**config.mk**
```make
export PLATFORM = sky130hd
export DESIGN_NAME = xpt_serial_loader
export DESIGN_NICKNAME = d
export VERILOG_FILES = /design/src/rtl/xpt_cfg_pkg.sv /design/src/rtl/xpt_in_sync.sv /design/src/rtl/xpt_frame_shifter.sv /design/src/rtl/xpt_update_bank.sv /design/src/rtl/xpt_serial_loader.sv
export SDC_FILE = /design/constraint.sdc
export NUM_CORES = 1
export LEC_CHECK = 0
export BUFFER_PORTS_ARGS = -buffer_cell sky130_fd_sc_hd__buf_2
export CAP_MARGIN = 20
export CORE_MARGIN = 1.5
export CORE_UTILIZATION = 55
export CTS_CLUSTER_DIAMETER = 60
export DETAILED_ROUTE_END_ITERATION = 8
export PLACE_DENSITY = 0.75
export SKIP_LAST_GASP = 1
export SLEW_MARGIN = 20
export SYNTH_ARGS = -nofsm -noshare
export SYNTH_HDL_FRONTEND = slang
export SYNTH_SLANG_ARGS = --single-unit
```
**constraint.sdc**
```tcl
create_clock -name clk -period 1.4 [get_ports clk]
set_input_delay 0.28 -clock clk [delete_from_list [all_inputs] [get_ports clk]]
set_output_delay 0.28 -clock clk [all_outputs]
set_load 0.01 [all_outputs]
```
**src/rtl/xpt_cfg_pkg.sv**
```systemverilog
package xpt_cfg_pkg;
  // Default geometry of the crosspoint control word
  localparam int unsigned XPT_OUTPUTS = 9;
  localparam int unsigned XPT_SEL_W   = 4;
  localparam int unsigned XPT_SYNC    = 2;
endpackage

```
**src/rtl/xpt_in_sync.sv**
```systemverilog
module xpt_in_sync #(
  parameter int unsigned W       = 1,
  parameter int unsigned DEPTH   = 2,
  parameter logic [W-1:0] RST_VAL = '0
) (
  input  logic         clk,
  input  logic         rst,
  input  logic [W-1:0] d,
  output logic [W-1:0] q
);
  logic [W-1:0] stage [DEPTH];

  always_ff @(posedge clk) begin
    if (rst) begin
      for (int i = 0; i < DEPTH; i++) stage[i] <= RST_VAL;
    end else begin
      stage[0] <= d;
      for (int i = 1; i < DEPTH; i++) stage[i] <= stage[i-1];
    end
  end

  assign q = stage[DEPTH-1];
endmodule

```
**src/rtl/xpt_frame_shifter.sv**
```systemverilog
module xpt_frame_shifter #(
  parameter int unsigned FRAME_W = 45
) (
  input  logic               clk,
  input  logic               rst,
  input  logic               sclk_s,
  input  logic               sdata_s,
  input  logic               gate_open,
  output logic [FRAME_W-1:0] frame_q
);
  logic sclk_prev;
  logic fall;
  logic shift;

  assign fall  = sclk_prev & ~sclk_s;
  assign shift = fall & gate_open;

  always_ff @(posedge clk) begin
    if (rst) begin
      sclk_prev <= 1'b1;
      frame_q   <= '0;
    end else begin
      sclk_prev <= sclk_s;
      if (shift) frame_q <= {frame_q[FRAME_W-2:0], sdata_s};
    end
  end


  closed_gate_chk: assert property (@(posedge clk) disable iff (rst)
    !gate_open |=> $stable(frame_q));


  no_fall_chk: assert property (@(posedge clk) disable iff (rst)
    !(sclk_prev && !sclk_s) |=> $stable(frame_q));


  single_fall_chk: assert property (@(posedge clk) disable iff (rst)
    fall |=> !fall);
endmodule

```
**src/rtl/xpt_update_bank.sv**
```systemverilog
module xpt_update_bank #(
  parameter int unsigned N_OUT = 9,
  parameter int unsigned SEL_W = 4
) (
  input  logic                     clk,
  input  logic                     rst,
  input  logic                     hold_s,
  input  logic [N_OUT*(SEL_W+1)-1:0] frame,
  output logic [N_OUT-1:0]         en_o,
  output logic [N_OUT*SEL_W-1:0]   sel_o
);
  localparam int unsigned FIELD_W = SEL_W + 1;
  localparam int unsigned FRAME_W = N_OUT * FIELD_W;

  for (genvar k = 0; k < N_OUT; k++) begin : g_out
    logic             en_r;
    logic [SEL_W-1:0] sel_r;

    always_ff @(posedge clk) begin
      if (rst) begin
        en_r  <= 1'b0;
        sel_r <= '0;
      end else if (!hold_s) begin
        en_r  <= frame[k*FIELD_W + SEL_W];
        sel_r <= frame[k*FIELD_W +: SEL_W];
      end
    end

    assign en_o[k]                = en_r;
    assign sel_o[k*SEL_W +: SEL_W] = sel_r;
  end


  hold_stable_chk: assert property (@(posedge clk) disable iff (rst)
    hold_s |=> ($stable(en_o) && $stable(sel_o)));


  follow_top_chk: assert property (@(posedge clk) disable iff (rst)
    !hold_s |=> (en_o[N_OUT-1] == $past(frame[FRAME_W-1])));


  follow_low_chk: assert property (@(posedge clk) disable iff (rst)
    !hold_s |=> (sel_o[SEL_W-1:0] == $past(frame[SEL_W-1:0])));
endmodule

```
**src/rtl/xpt_serial_loader.sv**
```systemverilog
module xpt_serial_loader
  import xpt_cfg_pkg::*;
#(
  parameter int unsigned N_OUT      = XPT_OUTPUTS,
  parameter int unsigned SEL_W      = XPT_SEL_W,
  parameter int unsigned SYNC_DEPTH = XPT_SYNC
) (
  input  logic                   clk,
  input  logic                   rst,
  input  logic                   cs_n,
  input  logic                   sclk,
  input  logic                   sdata,
  input  logic                   par_sel,
  input  logic                   wr_clk,
  input  logic                   latch_hold,
  output logic [N_OUT-1:0]       en_o,
  output logic [N_OUT*SEL_W-1:0] sel_o
);
  localparam int unsigned FIELD_W = SEL_W + 1;
  localparam int unsigned FRAME_W = N_OUT * FIELD_W;
  localparam int unsigned CTL_W   = 6;
  // idle levels: hold high, write clock high, serial mode, data 0, sclk high, deselected
  localparam logic [CTL_W-1:0] CTL_IDLE = 6'b110011;

  logic [CTL_W-1:0]   ctl_raw;
  logic [CTL_W-1:0]   ctl_s;
  logic               gate_open;
  logic [FRAME_W-1:0] frame;

  assign ctl_raw = {latch_hold, wr_clk, par_sel, sdata, sclk, cs_n};

  xpt_in_sync #(
    .W      (CTL_W),
    .DEPTH  (SYNC_DEPTH),
    .RST_VAL(CTL_IDLE)
  ) u_sync (
    .clk(clk),
    .rst(rst),
    .d  (ctl_raw),
    .q  (ctl_s)
  );

  assign gate_open = ~ctl_s[0] & ~ctl_s[3] & ctl_s[4];

  xpt_frame_shifter #(
    .FRAME_W(FRAME_W)
  ) u_shift (
    .clk      (clk),
    .rst      (rst),
    .sclk_s   (ctl_s[1]),
    .sdata_s  (ctl_s[2]),
    .gate_open(gate_open),
    .frame_q  (frame)
  );

  xpt_update_bank #(
    .N_OUT(N_OUT),
    .SEL_W(SEL_W)
  ) u_bank (
    .clk   (clk),
    .rst   (rst),
    .hold_s(ctl_s[5]),
    .frame (frame),
    .en_o  (en_o),
    .sel_o (sel_o)
  );


  reset_clear_chk: assert property (@(posedge clk) disable iff (rst)
    $past(rst) |-> (en_o == '0 && sel_o == '0));
endmodule

```
# ---- After elaboration in Yosys (flattened, before gate mapping)
# Memory sizes are Yosys's and may differ from the RTL's.
# Cells that the tools add are included.
dict set report totals {
  in_bits 8
  ramBits 12
  romBits 0
  n_memories 1
  latchBits 0
  word_cells 35
  ff_bits 91
}
dict set report classes {
  n_mul 0
  n_mux 5
  n_reduce_logical 0
  shifts 0
  eq_ne 0
  bitwise_logic 9
  addsub 0
  n_lt_le_gt_ge 0
  div 0
}
# memory depth word_bits rd rd_clocked_by_memory_dff wr line
set memory_table {}
lappend memory_table {u_sync.stage 2 6 2 0 2 xpt_in_sync.sv:11} ;# logic [W-1:0] stage [DEPTH];
# op count
set op_table {}
lappend op_table {{two-way mux 6 bit} 2}
lappend op_table {{bitwise AND 1 bit} 4}
lappend op_table {{two-way mux 1 bit} 3}
lappend op_table {{NOT 1 bit} 3}
lappend op_table {{OR 1 bit} 2}

# ---- Longest topological paths before layout
# Gate-level depths: netlist of run 1.
dict set report depth {
  word_depth 4
  mapped_depth 5
  mapped_depth_nobuf 3
}

# ---- Modules after synthesis
# From an unflattened synthesis of run 1, not the netlist that was laid out.
dict set report hier_totals {
  cells_unflattened 336
  hier_area_um2 3882.5
}
# module cells_per_inst instances area_each_um2 seq_area_each_um2
set modules_own_cells {}
lappend modules_own_cells {xpt_frame_shifter 150 1 1793.0 920.9}
lappend modules_own_cells {xpt_update_bank 154 1 1702.9 900.9}
lappend modules_own_cells {xpt_in_sync 31 1 374.1 240.2}
lappend modules_own_cells {xpt_serial_loader 1 1 12.5 0.0}

# ---- Worst setup path before layout of run 1
# Ideal clock, no wire load.
dict set report synth_timing {
  kind {register -> register}
  from {memory u_sync.stage[0][7] (netlist name)}
  to {register u_shift.frame_q[0]}
  t_arrival_ns 1.086
  path_buffers 2
  setup_ns 0.072
  required_ns 1.328
  path_stages_with_launch 5
  synth_period_minus_slack_ns 1.157
  setup_slack_ns 0.243
  path_cell_list {dfxtp_1 > nor4_2 > buf_6 > buf_12 > mux2i_1}
}
# element line
set synth_rtl {}
lappend synth_rtl {{from (decl)} xpt_in_sync.sv:11}
lappend synth_rtl {{to (signal assigned)} xpt_frame_shifter.sv:24} ;# if (shift) frame_q <= {frame_q[FRAME_W-2:0], sdata_s};
lappend synth_rtl {{to (decl)} xpt_frame_shifter.sv:9} ;# output logic [FRAME_W-1:0] frame_q

==> results of run 1 <==
==> logic make-up after synthesis <==
group / Yosys count / share of synthesized area, %
DFF: 103 / 54.9
and+or+nand+nor: 106 / 14.8
buffers and inverters: 30 / 6.39
muxes: 90 / 24.0
==> area by class of cell <==
| class | instances | area, sq um | area share [%] |
|---|---|---|---|
| tap | 77 | 96.3 | 2.30 |
| sequential | 103 | 2060 | 49.3 |
| multi-input combinational | 196 | 1460 | 35.0 |
| timing repair buffer | 59 | 367 | 8.77 |
| clock buffer | 13 | 149 | 3.56 |
| clock inverter | 3 | 42.5 | 1.02 |
==> registers in the layout, summed over array words and instances (netlist names) <==
register,cells
u_shift.frame_q,45
u_sync.stage,12
u_shift.sclk_prev,1
u_bank.g_out.en_r,9
u_bank.g_out.sel_r,36
==> per-layer routing <==
layer | vias up | wire length, microns | global-route usage [%]
met5 | - | 0 | 0
met4 | 0 | 105 | 7.92
met3 | 8 | 216 | 4.33
met2 | 41 | 2560 | 26.6
met1 | 1034 | 2650 | 20.9
li1 | 1154 | - | -
==> path summary, 6_finish.rpt <==
kind	start	endpoint	slack, ns	cells after the start
max	u_sync.stage[0][7]	u_shift.frame_q[16]	0.11	3
max reg2reg	u_sync.stage[0][7]	u_shift.frame_q[16]	0.11	3
min	wr_clk	u_sync.stage[0][4]	0.11	2
min reg2reg	u_sync.stage[0][0]	u_sync.stage[0][6]	0.41	1
==> through the flow <==
step | power [mW] | worst slack, ns
3_5_place_dp | 3.17 | 0.0877
5_1_grt | 5.08 | 0.0393
3_3_place_gp | 3.17 | 0.119
2_1_floorplan | 3.14 | 0.243
6_report | 4.88 | 0.115
4_1_cts | 4.94 | 0.0592
==> cell usage in the layout, fill, tap and decap left out, drive strengths merged <==
master	count
clkinv	1
nand2	1
clkbuf	13
mux2i	90
nor4	1
or2	9
nand2b	46
bufinv	1
dfxtp	103
nor2	45
clkinvlp	1
nor2b	4
buf	59
==> worst max-delay path: stages (launching register included) <==
cell and delay (ns):
dfxtp_1 0.34, nor4_4 0.37, buf_12 0.26, mux2i_1 0.23
==> power groups by stage <==
| stage | Combinational, mW | Sequential (mW) | Clock [mW] |
|---|---|---|---|
| finish | 0.152 | 2.95 | 1.77 |
| global route | 0.164 | 2.95 | 1.96 |
| CTS | 0.154 | 2.95 | 1.84 |
| detailed placement | 0.154 | 3.02 | 0 |
| global placement | 0.153 | 3.02 | 0 |
| floorplan | 0.120 | 3.02 | 0 |
==> what timing repair did <==
action | in CTS | in global routing
gates resized for setup | 0 | 1
endpoints found under the setup margin | 0 | 5
hold buffers | 0 | 0
buffers inserted | 0 | 0
==> metrics.md, run 1 <==
| Metric | Value |
|---|---|
| Initial Util | `58.2%` |
| Core ar. | `6460 sq um` |
| Clock transition at the registers of the reported paths | `0.08 ns` |
| Root buffer selected by CTS | `clkbuf_8` |
| Die width | `85.7 microns` |
| CTS tree | `yes` |
| GP Congestion | `around 0.70` |
| Total CTS buffers | `9` |
| Internal Power | `3.90 mW` |
| Crit path kind | `reg -> reg` |
| Via-to-Cell Ratio | `just under 5` |
| Peak supply drop | `0.592 mV` |
| Clock Tree Buf Depth | `2` |
| Ports | `53` |
| Post-synthesis async set-or-reset flop share | `0%` |
| Fin. max-slew vios | `0` |
| Routed WL | `5540 microns` |
| Layout cells sized above 1 | `22.2%` |
| EDFF count, synth | `0` |
| Area Growth Syn to Fin | `11.3%` |
| Synth area leader | `dfxtp_1` |
| Unrepaired setup endpoints after global routing | `false` |
| Chip height | `85.7 microns` |
| CP max FO | `28` |
| Fin nets | `roughly 380` |
| Synth Flop Type | `dfxtp_1` |
| Largest net degree at the start of global routing | `50` |
| Number of max-cap violations | `0` |
| Fin cells | `about 450` |
| DR pass1 iterations | `6` |
| Maximum clock rate | `778 MHz` |
| Synthesized net count | `around 340` |
| H-tree levels | `3` |
| Antenna Nets Post-Route | `0` |
| Vias in the first global route | `2,157` |
| First-pass GRT wire length | `~9500 microns` |
| Wire length per cell | `roughly 12 microns` |
| Fin Setup TNS | `0 ns` |
| Number of diodes | `0` |
| Via count | `around 2,200` |
| Crit start category | `register` |
| Hold_ws | `0.107 ns` |
| Setup violations, final | `0` |
| Yosys reg bits | `~100` |
| Synth top area share | `a little over half` |
| I/O Buffers | `52` |
| Synth cell types | `13` |
| Count leader, synth | `dfxtp_1` |
| Core Util, Final | `64.7%` |
| Worst skew pair latency | `0.35 ns` |
| Endpoint type of the worst setup path | `register` |
| Min Clock Period, post-route | `between 1 and 1.5 ns` |
| Post-Syn Instances | `roughly 330` |
| Comb pwr share | `3.1%` |
| Failing checks | `DRC` |
| GRT Overall Usage | `approximately 17%` |
| Warnings, synthesis | `0` |
| Number of DRC markers in iteration 0 | `92` |
| Slew of the pin with the lowest slew margin | `between 0.3 and 0.4 ns` |
| Synthesized area per cell | `11.4 sq um` |
| Sw Share | `between 20 and 25%` |
| P_sw | `just under 1 mW` |
| Clk_skew | `approximately 0.0053 ns` |
| Final period util | `about nine tenths` |
| Initial antenna violation count | `0` |
| Clk sinks | `103` |
| Grt total ovfl | `0` |
| Endpoints failing hold | `0` |
| Mapped Area | `3760 sq um` |
| Detailed Place HPWL | `around 3700 microns` |
| Row count | `29` |
| Worst min path class | `in -> reg` |
| Die ar. | `7340 sq um` |
| Cells after DPL | `435` |
| Drt drc | `4` |
| Flop pwr share | `60.5%` |
| Final Cell Area | `~4200 sq um` |
| Power per standard cell area | `~1200 nW/um^2` |
| Top post-synthesis cells by area | `dfxtp_1 (55%), mux2i_1 (24%), nand2b_1 (7.7%)` |
| Crit path DAT | `around 1.6 ns` |
| Sequential area share after synthesis | `a little over half` |
| Rel. slew slack | `about three quarters` |
| Clk pwr share | `roughly 36%` |
| Placed Instance Area | `about 4000 sq um` |
| Post-synth top cells | `dfxtp_1 (103), mux2i_1 (90), nand2b_1 (46)` |
| WP data required | `~1.7 ns` |
| Leakage | `1.92 nW` |
| Fillers | `540` |
| Status | `finished with violations` |
Note: power is estimated with default switching activity, not from simulation.
==> run 2: changes to the inputs <==
--- a/config.mk
+++ b/config.mk
@@ -8,10 +8,10 @@
 export BUFFER_PORTS_ARGS = -buffer_cell sky130_fd_sc_hd__buf_2
 export CAP_MARGIN = 20
 export CORE_MARGIN = 1.5
-export CORE_UTILIZATION = 55
+export CORE_UTILIZATION = 56
 export CTS_CLUSTER_DIAMETER = 60
 export DETAILED_ROUTE_END_ITERATION = 8
-export PLACE_DENSITY = 0.75
+export PLACE_DENSITY = 0.76
 export SKIP_LAST_GASP = 1
 export SLEW_MARGIN = 20
 export SYNTH_ARGS = -nofsm -noshare
==> run 2 against run 1 <==
The flow still finishes with violations (DRC). Fmax decreased by 0.48%. Via count decreased by 0.63%. Non-clock buffer count decreased by 1. Design area decreased by 0.24%. Routed wire length increased by 2.7%. Clock power about the same. Setup slack got worse by 0.0062 ns. Global-route usage increased by 0.31 points. Flip-flop and latch count unchanged. Sequential share of layout area increased by 0.12 points. Core utilization increased by 0.21 points. Worst hold slack improved by 0.0049 ns. Critical path type unchanged. Critical endpoint is now u_shift.frame_q[9]. Largest cell class unchanged.
==> metrics.md, run 2 (synthesis gave the netlist of run 1 again) <==
| Metric | Value |
|---|---|
| Status | `finished with violations (unchanged)` |
| Failing checks | `DRC (unchanged)` |
| Rel. slew slack | `79.2% (was 76.3%)` |
| Clock transition at the registers of the reported paths | `0.09 ns (was 0.08 ns)` |
| Fin. max-slew vios | `0 (unchanged)` |
| Vias in the first global route | `2,089 (was 2,157)` |
| Final period util | `92.2% (was 91.8%)` |
| Fin Setup TNS | `0 ns (unchanged)` |
| # Post-CTS Setup Buffers | `0 (unchanged)` |
| DR pass1 iterations | `9 (was 6)` |
| First-pass GRT wire length | `9660 microns (was 9530 microns)` |
| Leakage | `1.91 nW (was 1.92 nW)` |
| Worst min path class | `in -> reg (unchanged)` |
| Die width | `84.9 microns (was 85.7 microns)` |
| CTS tree | `yes (unchanged)` |
| Cells after DPL | `434 (was 435)` |
| Met1 Track Usage GR | `22.6% (was 20.9%)` |
| Largest net degree at the start of global routing | `71 (was 50)` |
| CP max FO | `31 (was 28)` |
| Commonest non-fill, non-tap cell in the layout | `dfxtp_1 (unchanged)` |
| Clock Tree Buf Depth | `2 (unchanged)` |
| Maximum clock rate | `774 MHz (was 778 MHz)` |
| Number of max-cap violations | `0 (unchanged)` |
| Met2 Use GR | `26.3% (was 26.6%)` |
| Initial antenna violation count | `0 (unchanged)` |
| Slew of the pin with the lowest slew margin | `0.310 ns (was 0.355 ns)` |
| Count of cells resized by post-cts repair | `0 (unchanged)` |
| Drt drc | `9 (was 4)` |
| Max reg flops | `45 (unchanged)` |
| Crit path DAT | `1.56 ns (about the same)` |
| Hold_buf cts | `0 (unchanged)` |
| H-tree levels | `3 (unchanged)` |
| Antenna Nets Post-Route | `0 (unchanged)` |
| Endpoint type of the worst setup path | `register (unchanged)` |
| Fin cells | `450 (was 451)` |
| Wire length per cell | `12.6 microns (was 12.3 microns)` |
| Ports | `53 (unchanged)` |
| Die ar. | `7210 sq um (was 7340 sq um)` |
| Power per standard cell area | `1170 nW/um^2 (about the same)` |
| Layout cells sized above 1 | `22.5% (was 22.2%)` |
| Routed WL | `5680 microns (was 5540 microns)` |
| Peak supply drop | `0.629 mV (was 0.592 mV)` |
| Commonest non-fill, non-tap cells in the layout | `dfxtp_1 (102), mux2i_1 (90), buf_2 (52), nand2b_1 (46), nor2_1 (45) (unchanged)` |
| Total CTS buffers | `9 (unchanged)` |
| Detailed Place HPWL | `3770 microns (was 3670 microns)` |
| Via-to-Cell Ratio | `4.94 (was 4.96)` |
| Area Growth Syn to Fin | `11.0% (was 11.3%)` |
| Initial Util | `58.5% (was 58.2%)` |
| Root buffer selected by CTS | `clkbuf_8 (unchanged)` |
| Min Clock Period, post-route | `1.29 ns (about the same)` |
| Worst skew pair latency | `0.35 ns (about the same)` |
| GRT Overall Usage | `16.9% (was 16.6%)` |
| Fin nets | `376 (was 377)` |
| WP data required | `1.67 ns (about the same)` |
| Number of DRC markers in iteration 0 | `104 (was 92)` |
| Grt total ovfl | `0 (unchanged)` |
| I/O Buffers | `52 (unchanged)` |
| Unrepaired setup endpoints after global routing | `false (unchanged)` |
| Clk_skew | `0.00777 ns (was 0.00535 ns)` |
| Grt peak-use layer | `met2 (unchanged)` |
| Core ar. | `6420 sq um (was 6460 sq um)` |
| Setup violations, final | `0 (unchanged)` |
| Endpoints failing hold | `0 (unchanged)` |
| Clk sinks | `103 (unchanged)` |
| Crit path kind | `reg -> reg (unchanged)` |
| Chip height | `84.9 microns (was 85.7 microns)` |
| Largest regs | `u_shift.frame_q (45), u_bank.g_out.sel_r (36), u_sync.stage (12) (unchanged)` |
| Via count | `2,223 (was 2,237)` |
| Crit start category | `register (unchanged)` |
| GP Congestion | `0.711 (was 0.697)` |
| Number of diodes | `0 (unchanged)` |
| Fillers | `515 (was 540)` |
| Top reg by flops | `u_shift.frame_q (unchanged)` |
| GR Util met3 | `3.40% (was 4.33%)` |
| Row count | `29 (unchanged)` |
## run 2: path summary, 6_finish.rpt
| path | cells after the start | end | start | slack, ns |
|---|---|---|---|---|
| worst max register to register | 3 | u_shift.frame_q[9] | u_sync.stage[0][7] | 0.11 |
| worst min-delay path | 2 | u_sync.stage[0][0] | cs_n | 0.11 |
| worst max-delay path | 3 | u_shift.frame_q[9] | u_sync.stage[0][7] | 0.11 |
| worst min register to register | 1 | u_sync.stage[0][7] | u_sync.stage[0][1] | 0.41 |
## run 2: report_power, final
group	internal [mW]	switching [mW]	leakage [nW]	total, mW
clock network	0.821	0.938	0.0960	1.76
registers	2.94	0.00924	0.832	2.95
logic	0.0753	0.0723	0.986	0.148
total	3.84	1.02	1.91	4.86
## run 2: routing by layer
metal	share of wire, %	up-vias	wire length, microns
met5	0	-	0
met4	1.6	0	93
met3	3.9	8	223
met2	46	50	2640
met1	48	1026	2730
li1	-	1139	-
## run 2: final cells by class
class	instances	area, sq um	share of cell area [%]
clock buffers	10	128	3.06
clock inverters	6	61.3	1.47
multi-input cells	196	1460	35.1
flip-flops and latches	103	2060	49.5
well taps	77	96.3	2.31
repair buffers	58	359	8.61
## run 2: through the flow
step	utilization (%)	hold slack, ns	instance area, sq um	total power, mW	worst slack [ns]
finish	65.0	0.111	4170	4.86	0.109
global route	65.0	0.0948	4170	5.08	0.0352
floorplan	-	0.384	3760	3.14	0.243
global placement	62.0	0.391	3980	3.17	0.162
CTS	64.9	0.0949	4170	4.92	0.0563
detailed placement	62.0	0.394	3980	3.17	0.0995
## run 2: worst max-delay path: stages, from the launching register on
cell	delay [ns]
dfxtp_1	0.34
nor4_4	0.36
buf_12	0.28
mux2i_1	0.22
